File: src/rtl/dual_level_cache.sv
module dual_level_cache #(
  parameter int DW       = 32,
  parameter int AW       = 12,
  parameter int L1_IDX_W = 3,
  parameter int L2_IDX_W = 5
) (
  input  logic          clk,
  input  logic          rst_n,
  input  logic          l2_copyback,
  input  logic          req_valid,
  output logic          req_ready,
  input  logic          req_write,
  input  logic [AW-1:0] req_vaddr,
  input  logic [AW-1:0] req_paddr,
  input  logic [DW-1:0] req_wdata,
  output logic          rsp_valid,
  output logic [DW-1:0] rsp_rdata,
  output logic          mem_req,
  output logic          mem_we,
  output logic [AW-1:0] mem_addr,
  output logic [DW-1:0] mem_wdata,
  input  logic          mem_ack,
  input  logic [DW-1:0] mem_rdata
);
  localparam int L1_N     = 1 << L1_IDX_W;
  localparam int L2_N     = 1 << L2_IDX_W;
  localparam int L1_TAG_W = AW - L1_IDX_W;
  localparam int L2_TAG_W = AW - L2_IDX_W;

  typedef enum logic [2:0] {
    S_IDLE, S_L2, S_ALIAS, S_FILL, S_EVICT, S_REFILL, S_WR_L2, S_WR_MEM
  } st_t;
  st_t st;

  logic [L1_N-1:0]     l1_v;
  logic [L1_TAG_W-1:0] l1_tag [L1_N];
  logic [AW-1:0]       l1_pa  [L1_N];
  logic [DW-1:0]       l1_d   [L1_N];

  logic [L2_N-1:0]     l2_v, l2_dirty, l2_bpv;
  logic [L2_TAG_W-1:0] l2_tag [L2_N];
  logic [DW-1:0]       l2_d   [L2_N];
  logic [L1_IDX_W-1:0] l2_bp  [L2_N];

  logic          r_write, r_l1hit;
  logic [AW-1:0] r_va, r_pa;
  logic [DW-1:0] r_wd;

  wire [L1_IDX_W-1:0] in_vi  = req_vaddr[L1_IDX_W-1:0];
  wire                hit_in = l1_v[in_vi] && (l1_tag[in_vi] == req_vaddr[AW-1:L1_IDX_W]);
  wire                accept = req_valid && req_ready;

  wire [L1_IDX_W-1:0] vi    = r_va[L1_IDX_W-1:0];
  wire [L1_TAG_W-1:0] vt    = r_va[AW-1:L1_IDX_W];
  wire [L2_IDX_W-1:0] p_idx = r_pa[L2_IDX_W-1:0];
  wire [L2_TAG_W-1:0] p_tag = r_pa[AW-1:L2_IDX_W];

  wire                l2_hit   = l2_v[p_idx] && (l2_tag[p_idx] == p_tag);
  wire [L1_IDX_W-1:0] bp       = l2_bp[p_idx];
  wire [AW-1:0]       victim   = {l2_tag[p_idx], p_idx};
  wire                alias_ok = l2_bpv[p_idx] && l1_v[bp] && (l1_pa[bp] == r_pa);
  wire                vict_l1  = l2_bpv[p_idx] && l1_v[bp] && (l1_pa[bp] == victim);

  assign req_ready = (st == S_IDLE);
  assign mem_req   = (st == S_EVICT) || (st == S_REFILL) || (st == S_WR_MEM);
  assign mem_we    = (st == S_EVICT) || (st == S_WR_MEM);
  assign mem_addr  = (st == S_EVICT) ? victim : r_pa;
  assign mem_wdata = (st == S_EVICT) ? l2_d[p_idx] : r_wd;

  always_ff @(posedge clk or negedge rst_n) begin
    if (!rst_n) begin
      st        <= S_IDLE;
      l1_v      <= '0;
      l2_v      <= '0;
      l2_dirty  <= '0;
      l2_bpv    <= '0;
      rsp_valid <= 1'b0;
      rsp_rdata <= '0;
      r_write   <= 1'b0;
      r_l1hit   <= 1'b0;
      r_va      <= '0;
      r_pa      <= '0;
      r_wd      <= '0;
    end else begin
      rsp_valid <= 1'b0;
      case (st)
        S_IDLE: if (accept) begin
          r_write <= req_write;
          r_va    <= req_vaddr;
          r_pa    <= req_paddr;
          r_wd    <= req_wdata;
          r_l1hit <= hit_in;
          if (req_write) begin
            if (hit_in) l1_d[in_vi] <= req_wdata;
            st <= S_WR_L2;
          end else if (hit_in) begin
            rsp_valid <= 1'b1;
            rsp_rdata <= l1_d[in_vi];
          end else begin
            st <= S_L2;
          end
        end
        S_L2: begin
          if (l2_hit) begin
            st <= S_ALIAS;
          end else begin
            if (l2_v[p_idx] && vict_l1) l1_v[bp] <= 1'b0;
            st <= (l2_v[p_idx] && l2_dirty[p_idx]) ? S_EVICT : S_REFILL;
          end
        end
        S_EVICT: if (mem_ack) begin
          l2_dirty[p_idx] <= 1'b0;
          st              <= S_REFILL;
        end
        S_REFILL: if (mem_ack) begin
          l2_v[p_idx]     <= 1'b1;
          l2_tag[p_idx]   <= p_tag;
          l2_d[p_idx]     <= mem_rdata;
          l2_dirty[p_idx] <= 1'b0;
          l2_bpv[p_idx]   <= 1'b0;
          st              <= S_ALIAS;
        end
        S_ALIAS: begin
          if (alias_ok && (bp != vi)) l1_v[bp] <= 1'b0;
          st <= S_FILL;
        end
        S_FILL: begin
          l1_v[vi]      <= 1'b1;
          l1_tag[vi]    <= vt;
          l1_pa[vi]     <= r_pa;
          l1_d[vi]      <= l2_d[p_idx];
          l2_bp[p_idx]  <= vi;
          l2_bpv[p_idx] <= 1'b1;
          rsp_valid     <= 1'b1;
          rsp_rdata     <= l2_d[p_idx];
          st            <= S_IDLE;
        end
        S_WR_L2: begin
          if (l2_hit) begin
            l2_d[p_idx] <= r_wd;
            if (alias_ok && !r_l1hit) l1_v[bp] <= 1'b0;
            if (l2_copyback) begin
              l2_dirty[p_idx] <= 1'b1;
              st              <= S_IDLE;
            end else begin
              st <= S_WR_MEM;
            end
          end else begin
            st <= S_WR_MEM;
          end
        end
        S_WR_MEM: if (mem_ack) st <= S_IDLE;
        default: st <= S_IDLE;
      endcase
    end
  end

  logic l1_dup, l1_orphan;
  always_comb begin
    l1_dup    = 1'b0;
    l1_orphan = 1'b0;
    for (int i = 0; i < L1_N; i++) begin
      for (int j = i + 1; j < L1_N; j++)
        if (l1_v[i] && l1_v[j] && (l1_pa[i] == l1_pa[j])) l1_dup = 1'b1;
      if (l1_v[i] && !(l2_v[l1_pa[i][L2_IDX_W-1:0]] &&
          (l2_tag[l1_pa[i][L2_IDX_W-1:0]] == l1_pa[i][AW-1:L2_IDX_W])))
        l1_orphan = 1'b1;
    end
  end

  AST_STORE_GAP: assert property (@(posedge clk) disable iff (!rst_n)
    (accept && req_write) |=> !req_ready);
  AST_HIT_NEXT: assert property (@(posedge clk) disable iff (!rst_n)
    (accept && !req_write && hit_in) |=> rsp_valid);
  AST_L2_HIT_LAT: assert property (@(posedge clk) disable iff (!rst_n)
    (st == S_L2 && l2_hit) |-> ##3 rsp_valid);
  AST_MEM_HOLD: assert property (@(posedge clk) disable iff (!rst_n)
    (mem_req && !mem_ack) |=> (mem_req && $stable(mem_we) && $stable(mem_addr) && $stable(mem_wdata)));
  AST_CLEAN_REFILL: assert property (@(posedge clk) disable iff (!rst_n)
    (st == S_REFILL) |-> !(l2_v[p_idx] && l2_dirty[p_idx]));
  AST_NO_DUP_PA: assert property (@(posedge clk) disable iff (!rst_n)
    !l1_dup);
  AST_L1_IN_L2: assert property (@(posedge clk) disable iff (!rst_n)
    !l1_orphan);
endmodule

File: config.mk
export PLATFORM = sky130hd
export DESIGN_NAME = dual_level_cache
export DESIGN_NICKNAME = d
export VERILOG_FILES = /design/src/rtl/dual_level_cache.sv
export SDC_FILE = /design/constraint.sdc
export NUM_CORES = 2
export LEC_CHECK = 0
export BUFFER_PORTS_ARGS = -buffer_cell sky130_fd_sc_hd__buf_2
export CAP_MARGIN = 20
export CORE_ASPECT_RATIO = 0.9
export CORE_UTILIZATION = 45
export DETAILED_ROUTE_END_ITERATION = 12
export PLACE_DENSITY_LB_ADDON = 0.15
export SYNTH_ARGS = -nofsm -noshare
export SYNTH_HDL_FRONTEND = slang
export SYNTH_SLANG_ARGS = --single-unit
File: constraint.sdc
create_clock -name clk -period 6.2 [get_ports clk]
set_clock_uncertainty 0.15 [all_clocks]
set_input_delay 0.62 -clock clk [delete_from_list [all_inputs] [get_ports clk]]
set_output_delay 0.62 -clock clk [all_outputs]
set_load 0.005 [all_outputs]
==> results_dict.tcl <==
set metrics [dict create \
    worst_pin_slew_ns 1.089 \
    synthSimpleGateAreaFrac 0.03798 \
    area_growth_pct 14.26 \
    grt_pass1_wl_mm 313.8 \
    clock-sinks 1965 \
    grt_pass1_vias 41410 \
    status "completed" \
    clk_latency_ns 0.83 \
    gp_congestion 0.8987 \
    crit_family "buffers and inverters" \
    overflow 0 \
    htree_num_levels 4 \
    p_seq_frac 0.409 \
    crit_start "r_pa[0]" \
    firstDrtPassIters 5 \
    num_rows 144 \
    crit_arrival_ns 5.23 \
    io_buffers 173 \
    combPwrFrac 0.310 \
    clk_pin_slew_ns 0.06 \
    die-area_um2 174500 \
    fin_crit_sh 0.9673 \
    drive_gt1_frac 0.2671 \
    synth_flop_cell "edfxtp_1" \
    drc_errors 0 \
    criticalPathCategory "register to output pin" \
    antenna_found_initial 5 \
    root_buffer "clkbuf_16" \
    fmax_ghz 0.1667 \
    crit_path_end "mem_wdata[15]" \
    die_h_um 396.4 \
    synth_area_leaders "edfxtp_1, mux4_2, dfrtp_1" \
    ys_types 76 \
    placed_area_um2 82310 \
    finalSetupTns_ns 0 \
    antenna_left 0 \
    irDropWorstVdd_mv 0.3635 \
    synth_top_area_share 0.6826 \
    cp.required_ns 5.43 \
    slowest_delay_ns 0.82 \
    grt_start_max_net_pins 119 \
    drtIter0Drc 4387 \
    critPathBufInv 5 \
    mostFrequentLayoutCell "edfxtp_1" \
    reg2reg_setup_slack_ns 0.67 \
    p_clk_frac 0.281 \
    core_um2 171300 \
    synth_top_family_by_area "multiplexers" \
    cp-start-kind "register" \
    synth_edf_count 1768 \
    pre_cts_ws_ns 0.7546 \
    hold_class "input port to register" \
    avgSynthCellArea_um2 19.01 \
    cpMostUsedCell "buf_12" \
    netlist_instances 4091 \
    finalHoldViolCount 0 \
    critPathMaxFanout 75 \
    cts_tree "built" \
    synth_area_um2 77780 \
    p_leak_nw 28.85 \
    clk_path_buf_depth 3 \
    ios 174 \
    netSwitchingFraction 0.3368 \
    synth_fa_ha_area_frac 0 \
    fillers 13730 \
    crit_slowest_cell "dfrtp_4" \
    max-slew-margin-rel 0.2666 \
    nets 4499 \
    reg2reg_from "r_pa[3]" \
    worstPathCellList "buf_12 -> buf_12 -> buf_4 -> buf_16 -> mux4_2 -> a22o_1 -> a221oi_1 -> and3_1 -> a21oi_1 -> buf_2" \
    synth_area_leader_cell "edfxtp_1" \
    setup_violations 0 \
    regToRegEndpoint "l2_d[11][15]" \
    post_cts_buffers 0 \
    routed_wl_mm 221.5 \
    final_cell_mix "edfxtp_1, mux4_2, dfrtp_1" \
    synthXorXnorAreaFrac 0.003040 \
    rr_worst_depth 11 \
    initial_utilization 0.4539 \
    muxShareOfSynthArea 0.1472 \
    num_vias 41820 \
    fin_crit_ns 5.997 \
    synth.yosys.seq_area_share 0.7460 \
    synth_compound_area_frac 0.04948 \
    p_switching_mw 13.61 \
    ys_async_sr_fraction 0.1003 \
    maxSlewViolCount 0 \
    ys_ff_latch 1965 \
    synth_fp_nets 4185 \
    via_per_inst 6.122 \
    place_hpwl_mm 133.4 \
    yosys_warnings 0 \
    wl_per_cell_um 32.42 \
    stdcell_area_um2 88870 \
    rsz0062_at_grt "false" \
    cap_violations 0 \
    worstSetupEndpointType "output pin" \
    p_int_mw 26.79 \
    dieWidth_um 440.2 \
    path_depth 10 \
    grtUsageTotal 0.2541 \
    fin_ws_ns 0.2029 \
    cts_buffers 190 \
    p_per_area_nw_per_um2 454.6 \
]
-- flip-flops by register name (all words and copies together), names as in the netlist, named ones only --
register / count
l1_pa: 96
l2_tag: 224
r_pa: 12
l1_v: 8
rsp_rdata: 32
r_wd: 32
st: 3
l1_tag: 72
rsp_valid: 1
l2_v: 32
l2_d: 1024
l1_d: 256
l2_bp: 96
r_va: 12
r_l1hit: 1
-- worst min path at each step --
| stage | start | end | cells after the start |
|---|---|---|---|
| 3_3_place_gp | l2_v[27] | l2_v[27] | 1 |
| 3_5_place_dp | l2_v[21] | l2_v[21] | 1 |
| 2_1_floorplan | rst_n | asynchronous set/reset pin | 0 |
| 4_1_cts | req_write | st[2] | 3 |
| 5_1_grt | req_write | st[2] | 3 |
| 6_report | req_paddr[8] | r_pa[8] | 3 |
-- cells by family (layout without fill, tap and decap cells) --
logic type,count (synthesis),count (layout)
flops,1965,1965
mux,668,668
compound gates,589,589
simple gates,574,574
buf+inv,268,745
xor+xnor,27,27
other cells,0,1
-- final cells by class --
type                            count  area [um2]  area share
Clock buffer                      241        5027     0.05657
Timing Repair Buffer              382        3060     0.03444
Tap cell                         2263        2831     0.03186
Antenna cell                        1       2.502  0.00002816
Clock inverter                    114       980.9     0.01104
Multi-Input combinational cell   1858       18910      0.2128
Inverter                            8       30.03   0.0003379
Sequential cell                  1965       58030      0.6529
-- timing repair --
action	4_1_cts	5_1_grt
gates cloned	0	0
setup endpoints to repair	1	5
hold endpoints to repair	97	0
hold buffers	53	0
gates resized for setup	1	1
-- power groups by stage --
stage               Sequential [mW]  Combinational, mW  Clock (mW)
floorplan                      16.5               7.89           0
global placement               16.8               12.4           0
detailed placement             16.8               12.5           0
CTS                            16.5               12.6        11.5
global route                   16.6               13.2        12.0
finish                         16.5               12.5        11.3
-- stage by stage --
step | power [mW] | hold WS (ns) | util | cells
final | 40.40 | 0.06809 | 0.5187 | 6832
after global routing | 41.75 | 0.03427 | 0.5187 | 6831
after CTS | 40.58 | 0.02021 | 0.5186 | 6829
after detailed placement | 29.29 | 0.3091 | 0.4804 | 6421
after global placement | 29.22 | 0.3032 | 0.4804 | 6421
after floorplan | 24.40 | 0.1744 | - | 4091
-- synthesized netlist by cell type (all sizes together), types with 15 or more instances --
library cell	number
a21oi	78
a221oi	22
a22o	23
a22oi	92
a31oi	22
and3	63
buf	94
clkbuf	166
dfrtp	197
edfxtp	1768
mux2	166
mux2i	138
mux4	364
nand2	178
nand3	28
nand4	15
nor2	177
nor4	25
o21ai	156
o21bai	32
o22ai	87
o41ai	33
xnor2	21
-- metal layers --
| layer | track usage | wire length, um | vias up |
|---|---|---|---|
| met5 | 0 | 0 | - |
| met4 | 0.07124 | 5796 | 0 |
| met3 | 0.04285 | 15660 | 291 |
| met2 | 0.4022 | 106600 | 1774 |
| met1 | 0.3641 | 93370 | 22360 |
| li1 | - | - | 17400 |
-- worst reg2reg max path: stages, from the launching register on --
cell and delay, ns:
dfrtp_1 0.86, nand4bb_1 0.67, o22ai_1 0.49, nor4_2 0.11, and3_1 0.20, or4_4 0.53, nor4_4 0.54, and3_2 0.38
a21oi_4 0.17, buf_12 0.34, nor2_4 0.39, buf_12 0.32
Note: power is estimated with default switching activity, not from simulation.
